--- src/rtl/swt_pkg.sv ---
package swt_pkg;

   typedef enum logic {
      SWT_REG_INTERVAL = 1'b0,
      SWT_REG_CONTROL  = 1'b1
   } swt_reg_e;

   localparam int SWT_CTL_IEN = 0;
   localparam int SWT_CTL_CLR = 1;

endpackage

--- src/rtl/swt_prescaler.sv ---
module swt_prescaler #(
   parameter int PRESCALE_W = 8
) (
   input  logic clk,
   input  logic rst_n,
   input  logic restart,
   output logic tick
);

   generate
      if (PRESCALE_W == 0) begin : g_bypass
         assign tick = 1'b1;
      end else begin : g_div
         localparam logic [PRESCALE_W-1:0] TOP = '1;
         logic [PRESCALE_W-1:0] div_q;

         always_ff @(posedge clk) begin
            if (!rst_n || restart || div_q == '0) begin
               div_q <= TOP;
            end else begin
               div_q <= div_q - 1'b1;
            end
         end

         assign tick = (div_q == '0);
      end
   endgenerate

endmodule

--- src/rtl/swt_unit_counter.sv ---
module swt_unit_counter #(
   parameter int                RELOAD_W  = 16,
   parameter logic [RELOAD_W-1:0] START_RST = '1
) (
   input  logic                clk,
   input  logic                rst_n,
   input  logic                tick,
   input  logic                restart,
   input  logic [RELOAD_W-1:0] start_val,
   output logic                expire
);

   logic [RELOAD_W-1:0] unit_q;

   assign expire = tick && (unit_q == RELOAD_W'(1));

   always_ff @(posedge clk) begin
      if (!rst_n) begin
         unit_q <= START_RST;
      end else if (restart || expire) begin
         unit_q <= start_val;
      end else if (tick) begin
         unit_q <= unit_q - 1'b1;
      end
   end

endmodule

--- src/rtl/swt_status.sv ---
module swt_status (
   input  logic clk,
   input  logic rst_n,
   input  logic expire,
   input  logic clr_req,
   input  logic ien_we,
   input  logic ien_val,
   output logic flag,
   output logic irq,
   output logic ien
);

   logic flag_q;
   logic ien_q;

   always_ff @(posedge clk) begin
      if (!rst_n) begin
         flag_q <= 1'b0;
      end else if (expire) begin
         flag_q <= 1'b1;
      end else if (clr_req) begin
         flag_q <= 1'b0;
      end
   end

   always_ff @(posedge clk) begin
      if (!rst_n) begin
         ien_q <= 1'b0;
      end else if (ien_we) begin
         ien_q <= ien_val;
      end
   end

   assign flag = flag_q;
   assign ien  = ien_q;
   assign irq  = flag_q & ien_q;

endmodule

--- src/rtl/swint_timer.sv ---
module swint_timer #(
   parameter int                  PRESCALE_W  = 8,
   parameter int                  RELOAD_W    = 16,
   parameter logic [RELOAD_W-1:0] RELOAD_INIT = '1
) (
   input  logic                clk,
   input  logic                rst_n,
   input  logic                cfg_we,
   input  logic                cfg_addr,
   input  logic [RELOAD_W-1:0] cfg_wdata,
   output logic                tmr_flag,
   output logic                tmr_irq
);

   import swt_pkg::*;

   localparam logic [RELOAD_W-1:0] ONE_UNIT  = RELOAD_W'(1);
   localparam logic [RELOAD_W-1:0] INIT_EFF  = (RELOAD_INIT == '0) ? ONE_UNIT : RELOAD_INIT;

   if (RELOAD_W < 2) begin : g_bad_width
      $error("swint_timer: RELOAD_W must be at least 2");
   end
   if (PRESCALE_W < 0 || PRESCALE_W > 24) begin : g_bad_prescale
      $error("swint_timer: PRESCALE_W out of range");
   end

   function automatic logic [RELOAD_W-1:0] clamp_unit(input logic [RELOAD_W-1:0] v);
      return (v == '0) ? ONE_UNIT : v;
   endfunction

   logic                wr_interval;
   logic                wr_control;
   logic                clr_req;
   logic [RELOAD_W-1:0] interval_q;
   logic [RELOAD_W-1:0] start_val;
   logic                pre_tick;
   logic                tmr_expire;
   logic                ien_q;

   assign wr_interval = cfg_we && (swt_reg_e'(cfg_addr) == SWT_REG_INTERVAL);
   assign wr_control  = cfg_we && (swt_reg_e'(cfg_addr) == SWT_REG_CONTROL);
   assign clr_req     = wr_control && cfg_wdata[SWT_CTL_CLR];

   always_ff @(posedge clk) begin
      if (!rst_n) begin
         interval_q <= RELOAD_INIT;
      end else if (wr_interval) begin
         interval_q <= cfg_wdata;
      end
   end

   assign start_val = wr_interval ? clamp_unit(cfg_wdata) : clamp_unit(interval_q);

   swt_prescaler #(
      .PRESCALE_W (PRESCALE_W)
   ) u_pre (
      .clk     (clk),
      .rst_n   (rst_n),
      .restart (wr_interval),
      .tick    (pre_tick)
   );

   swt_unit_counter #(
      .RELOAD_W  (RELOAD_W),
      .START_RST (INIT_EFF)
   ) u_units (
      .clk       (clk),
      .rst_n     (rst_n),
      .tick      (pre_tick),
      .restart   (wr_interval),
      .start_val (start_val),
      .expire    (tmr_expire)
   );

   swt_status u_stat (
      .clk     (clk),
      .rst_n   (rst_n),
      .expire  (tmr_expire),
      .clr_req (clr_req),
      .ien_we  (wr_control),
      .ien_val (cfg_wdata[SWT_CTL_IEN]),
      .flag    (tmr_flag),
      .irq     (tmr_irq),
      .ien     (ien_q)
   );

endmodule

--- config.mk ---
export PLATFORM = sky130hd
export DESIGN_NAME = swint_timer
export DESIGN_NICKNAME = d
export VERILOG_FILES = /design/src/rtl/swt_pkg.sv /design/src/rtl/swt_prescaler.sv /design/src/rtl/swt_unit_counter.sv /design/src/rtl/swt_status.sv /design/src/rtl/swint_timer.sv
export SDC_FILE = /design/constraint.sdc
export NUM_CORES = 1
export LEC_CHECK = 0
export ABC_AREA = 1
export BUFFER_PORTS_ARGS = -buffer_cell sky130_fd_sc_hd__buf_4
export CORE_MARGIN = 2
export CORE_UTILIZATION = 45
export CTS_CLUSTER_DIAMETER = 200
export DETAILED_ROUTE_END_ITERATION = 7
export PLACE_DENSITY = 0.66
export SETUP_SLACK_MARGIN = 0.05
export SYNTH_ARGS = -nofsm -noshare
export SYNTH_HDL_FRONTEND = slang
export SYNTH_SLANG_ARGS = --single-unit
export TNS_END_PERCENT = 50
--- constraint.sdc ---
create_clock -name clk -period 1.45 [get_ports clk]
set_clock_uncertainty 0.15 [all_clocks]
set_input_delay 0.0725 -clock clk [delete_from_list [all_inputs] [get_ports clk]]
set_output_delay 0.0725 -clock clk [all_outputs]
set_load 0.005 [all_outputs]
* After elaboration in Yosys (flattened, before gate mapping)
Index checks and enable logic that the tools add are counted.
Word-level totals: register bits 42, input bits 20, output and inout port bits 2, logic and storage cells 30
Cells by class: add/sub/neg operators 2, equality and inequality tests 1, mux-type cells 7, bitwise operators 2, reductions and logical operators 13
Operator list (count):
- $mux 16 | 5
- $logic_not 16->1 | 2
- $eq 16x1->1 const B | 1
- $sub 16x1->16 const B | 1
- $logic_not 8->1 | 1
- $sub 8x1->8 const B | 1
- $logic_and 1x1->1 | 4
- $reduce_bool 2->1 | 2
- $logic_or 1x1->1 | 3
- $mux 1 | 2
- $and 1x1->1 | 1
- $logic_not 1->1 | 1
- $not 1->1 | 1

* Depth between registers and ports, before layout
word-level depth 4, gate-level depth with buffers 11, gate-level depth less buffers 10

* Modules after synthesis
Synthesis repeated with hierarchy kept, for this count alone.
Second synthesis, totals: cell total of the unflattened synthesis 384, area total of the unflattened synthesis 2439.8 um^2
Modules (own cells, without submodules):
- swt_unit_counter | instances 1, cells an instance 196, area an instance 1201.2 um^2, seq. area each 320.3 um^2
- swint_timer | instances 1, cells an instance 123, area an instance 763.2 um^2, seq. area each 320.3 um^2
- swt_prescaler | instances 1, cells an instance 52, area an instance 387.9 um^2, seq. area each 160.2 um^2
- swt_status | instances 1, cells an instance 13, area an instance 87.6 um^2, seq. area each 40.0 um^2

* Worst setup path after synthesis
Ideal clock, no wire load.
path type register to register, start point register u_pre.g_div.div_q[0], end point register u_units.unit_q[2], setup time 131 ps, arrival time 1284 ps, data required time 1169 ps, slack -115 ps, cell stages (with the launch flop) 11, path buffers 1, period minus slack after synthesis 1565 ps, path through dfxtp_1 > inv_1 > ha_1 > nand2_1 > nor2_4 > nand3_4 > nand2_4 > buf_8 > nand2_1 > o21ai_2 > nand3_2
On the way: word-level cells in the longest chain between the ends 4, elaborated cells between the ends (all ways) 5
RTL lines:
- start: declaration | line swt_prescaler.sv:15 | logic [PRESCALE_W-1:0] div_q;
- start signal: assignment | line swt_prescaler.sv:21 | div_q <= div_q - 1'b1;
- $logic_not 8->1 (*) | line swt_prescaler.sv:25 | assign tick = (div_q == '0);
- $logic_and 1x1->1 | line swt_unit_counter.sv:15 | assign expire = tick && (unit_q == RELOAD_W'(1));
- $logic_or 1x1->1 | line swt_unit_counter.sv:20 | end else if (restart || expire) begin
- $mux 16 / $reduce_bool 2->1 (equally long branches)
- end signal: assignment | line swt_unit_counter.sv:21 | unit_q <= start_val;
- end signal: assignment | line swt_unit_counter.sv:23 | unit_q <= unit_q - 1'b1;
- end: declaration | line swt_unit_counter.sv:13 | logic [RELOAD_W-1:0] unit_q;
Every way passes the cells marked *; elsewhere a longest branch is shown, timed or not. A chain may end at the register's enable or synchronous reset.

* Worst setup path after layout
start point register u_pre.g_div.div_q[1], end point register u_units.unit_q[10]
The elaborated chain is that of the path after synthesis.

==> results.ini <==
[timing]
tightestPinTransition_ns=0.553
fin_hold_ws_ns=0.0393
slew_headroom=0.631
grt_setup_unrepaired=yes
timing.final.ws_setup_ns=-0.166
tns_ns=-2.78
slew_viol_final=0
finalSetupViolCount=25
hold_viol_final=0
period_minus_slack_ns=1.62
fmax_mhz=619
fin_crit_sh=1.11

[worst_hold_path]
hold_class=input port to flop

[yosys]
synth_area_um2=2440
synthDistinctLibCells=34
ys.flop_type=dfxtp_1
avgSynthCellArea_um2=6.35
syn_nets=409
ys_seq_elements=42
synthCells=385
synth_edf_count=0
seq_area_frac_synth=0.344
ys.warnings.count=0
ys_async_sr_fraction=0

[power]
p_total_mw=2.54
p_sw_uw=723
power.density_nw_per_um2=702
switching_share=0.285
sequentialPowerShare=0.500
ir_worst_vdd_mv=0.636
p_leak_nw=1.71
power.internal_mw=1.81
pwr-share-comb=0.216
clkPwrFrac=0.284

[cells_and_area]
stdcell_area_um2=3620
drive_gt1_frac=0.333
final_common_cell=nand2_1
final_nets=505
post-route-util=0.699
area_growth_pct=48.0
final-seq-area_um2=847
fillers=426
multi_input_area_um2=1630
most-common-layout-cells=nand2_1, buf_4, nor2_1, inv_1, dfxtp_1
antenna_cells=0

[detailed_routing]
vias=2744
final_antenna_net_count=0
dr.pass1.iters=4
drt_wl_total_um=7450
drt_iter0_drc=166
post-route-drc-count=0
viasPerCell=4.98
wl_per_cell_um=13.5

[global_routing]
groute.usage.overall=0.241
grt_max_degree=21
overflow=0
grt_pass1_vias=2541
grt_pass1_wl_um=11500
antenna_found_initial=0

[setup_path]
r2r_end=u_units.unit_q[10]
startpoint_type=flop
cp-end-kind=flop
worst-r2r-setup-slack_ns=-0.17
r2r_start=u_pre.g_div.div_q[1]
arrival_ns=1.65
crit_start=u_pre.g_div.div_q[1]
path_cells=inv_2 -> ha_4 -> nand2_2 -> nor2_4 -> buf_6 -> nor2_4 -> buf_12 -> buf_4 -> nand2_2 -> nand3_1
critPathMaxStageDelay_ns=0.33
crit_path_max_fanout=5
critPathRequiredTime_ns=1.48
cp_slowest_cell=dfxtp_2
path_class=flop to flop
crit_end=u_units.unit_q[10]
ff2ff_path_depth=10

[clock_tree]
cts_tree=done
cts.sinks=42
htreeDepth=2
root_buffer=clkbuf_8
max-clock-path-buffers=2
clkTransAtPathRegs_ns=0.08
clk_latency_ns=0.30
numCtsBuffers=5

[placed_design]
gp_congestion=0.901
postPlaceCellArea_um2=3000
port_buffers=21
dp_hpwl_um=4760

[outcome]
status=finished with violations
violations=negative setup slack

[floorplan]
initial_core_util=0.472
die_x_um=77.7
std_cell_rows=26
core_region_area_um2=5170
die_h_um=77.7
die-area_um2=6040
io_pins=22

[job]
drv_cap=0

-- power groups by stage --
stage	combinational (mW)	clock (mW)	sequential [mW]
finish	0.549	0.720	1.27
global placement	0.422	0	1.28
detailed placement	0.429	0	1.28
CTS	0.514	0.734	1.26
floorplan	0.250	0	1.28
global route	0.604	0.769	1.28
-- cell usage after synthesis (3+ instances only) --
cell     count  area [um^2]
nand2_1    136          510
nor2_1      54          203
dfxtp_1     42          841
inv_1       42          158
nand3_1     29          145
a21oi_1     14         70.1
o21ai_0     10         50.1
xor2_1       7         61.3
nand4_1      6         37.5
ha_1         4         50.1
or2_2        4         25.0
buf_2        3         15.0
buf_6        3         33.8
-- registers in the layout (all words and copies together), names as in the netlist --
| register | flops |
|---|---|
| u_pre.g_div.div_q | 8 |
| u_stat.flag | 1 |
| u_stat.ien | 1 |
| interval_q | 16 |
| u_units.unit_q | 16 |
-- cell families after synthesis --
family                     Yosys count  synth area share
xor gates and xnor gates             8            0.0287
adders and majority gates            4            0.0205
DFF                                 42             0.344
AOI/OAI and AO/OA                   32            0.0758
and+or+nand+nor                    244             0.429
buffers and inverters               55             0.102
-- through the flow --
step | setup slack, ns | cells
final | -0.166 | 551
after global routing | -0.229 | 551
after global placement | -0.143 | 514
after CTS | -0.139 | 546
after detailed placement | -0.186 | 514
after floorplan | -0.0421 | 385
-- per-layer routing --
layer,track usage,share of wire,vias up,routed length [um]
li1,-,-,1393,-
met1,0.295,0.43,1278,3210
met2,0.421,0.50,60,3760
met3,0.0442,0.043,13,321
met4,0.0821,0.020,0,151
met5,0,0,-,0
-- how the worst min path moves through the flow --
stage                             start              to  slack [ns]  depth (start not counted)
after global placement    cfg_wdata[15]  interval_q[15]        0.16                          3
after global routing       cfg_wdata[1]     u_stat.flag        0.06                          4
after detailed placement   cfg_wdata[6]   interval_q[6]        0.16                          3
after floorplan           cfg_wdata[12]  interval_q[12]        0.05                          2
final                      cfg_wdata[1]     u_stat.flag        0.04                          4
after CTS                  cfg_wdata[1]     u_stat.flag        0.03                          4
-- what timing repair did --
| item | CTS | global route |
|---|---|---|
| setup endpoints to repair | 25 | 26 |
| pin swaps | 10 | 7 |
| gates resized for setup | 34 | 35 |
| endpoints found under the hold margin | 15 | 0 |
| buffers inserted | 7 | 4 |
| cloned | 2 | 1 |
| hold buffers | 16 | 0 |
-- worst max-delay path: cells and delay by family (launching register included) --
family | cells | cell delay (ns)
simple gates | 5 | 0.40
fa+ha+maj | 1 | 0.13
buf+inv | 4 | 0.48
flops | 1 | 0.33
-- cell type report --
type | instances | share of cell area
multi-input cells | 291 | 0.449
flip-flops and latches | 42 | 0.234
repair buffers | 96 | 0.222
inverters | 45 | 0.0488
well taps | 70 | 0.0242
clock buffers | 7 | 0.0211
No activity file was read; power rests on OpenSTA's default activity.
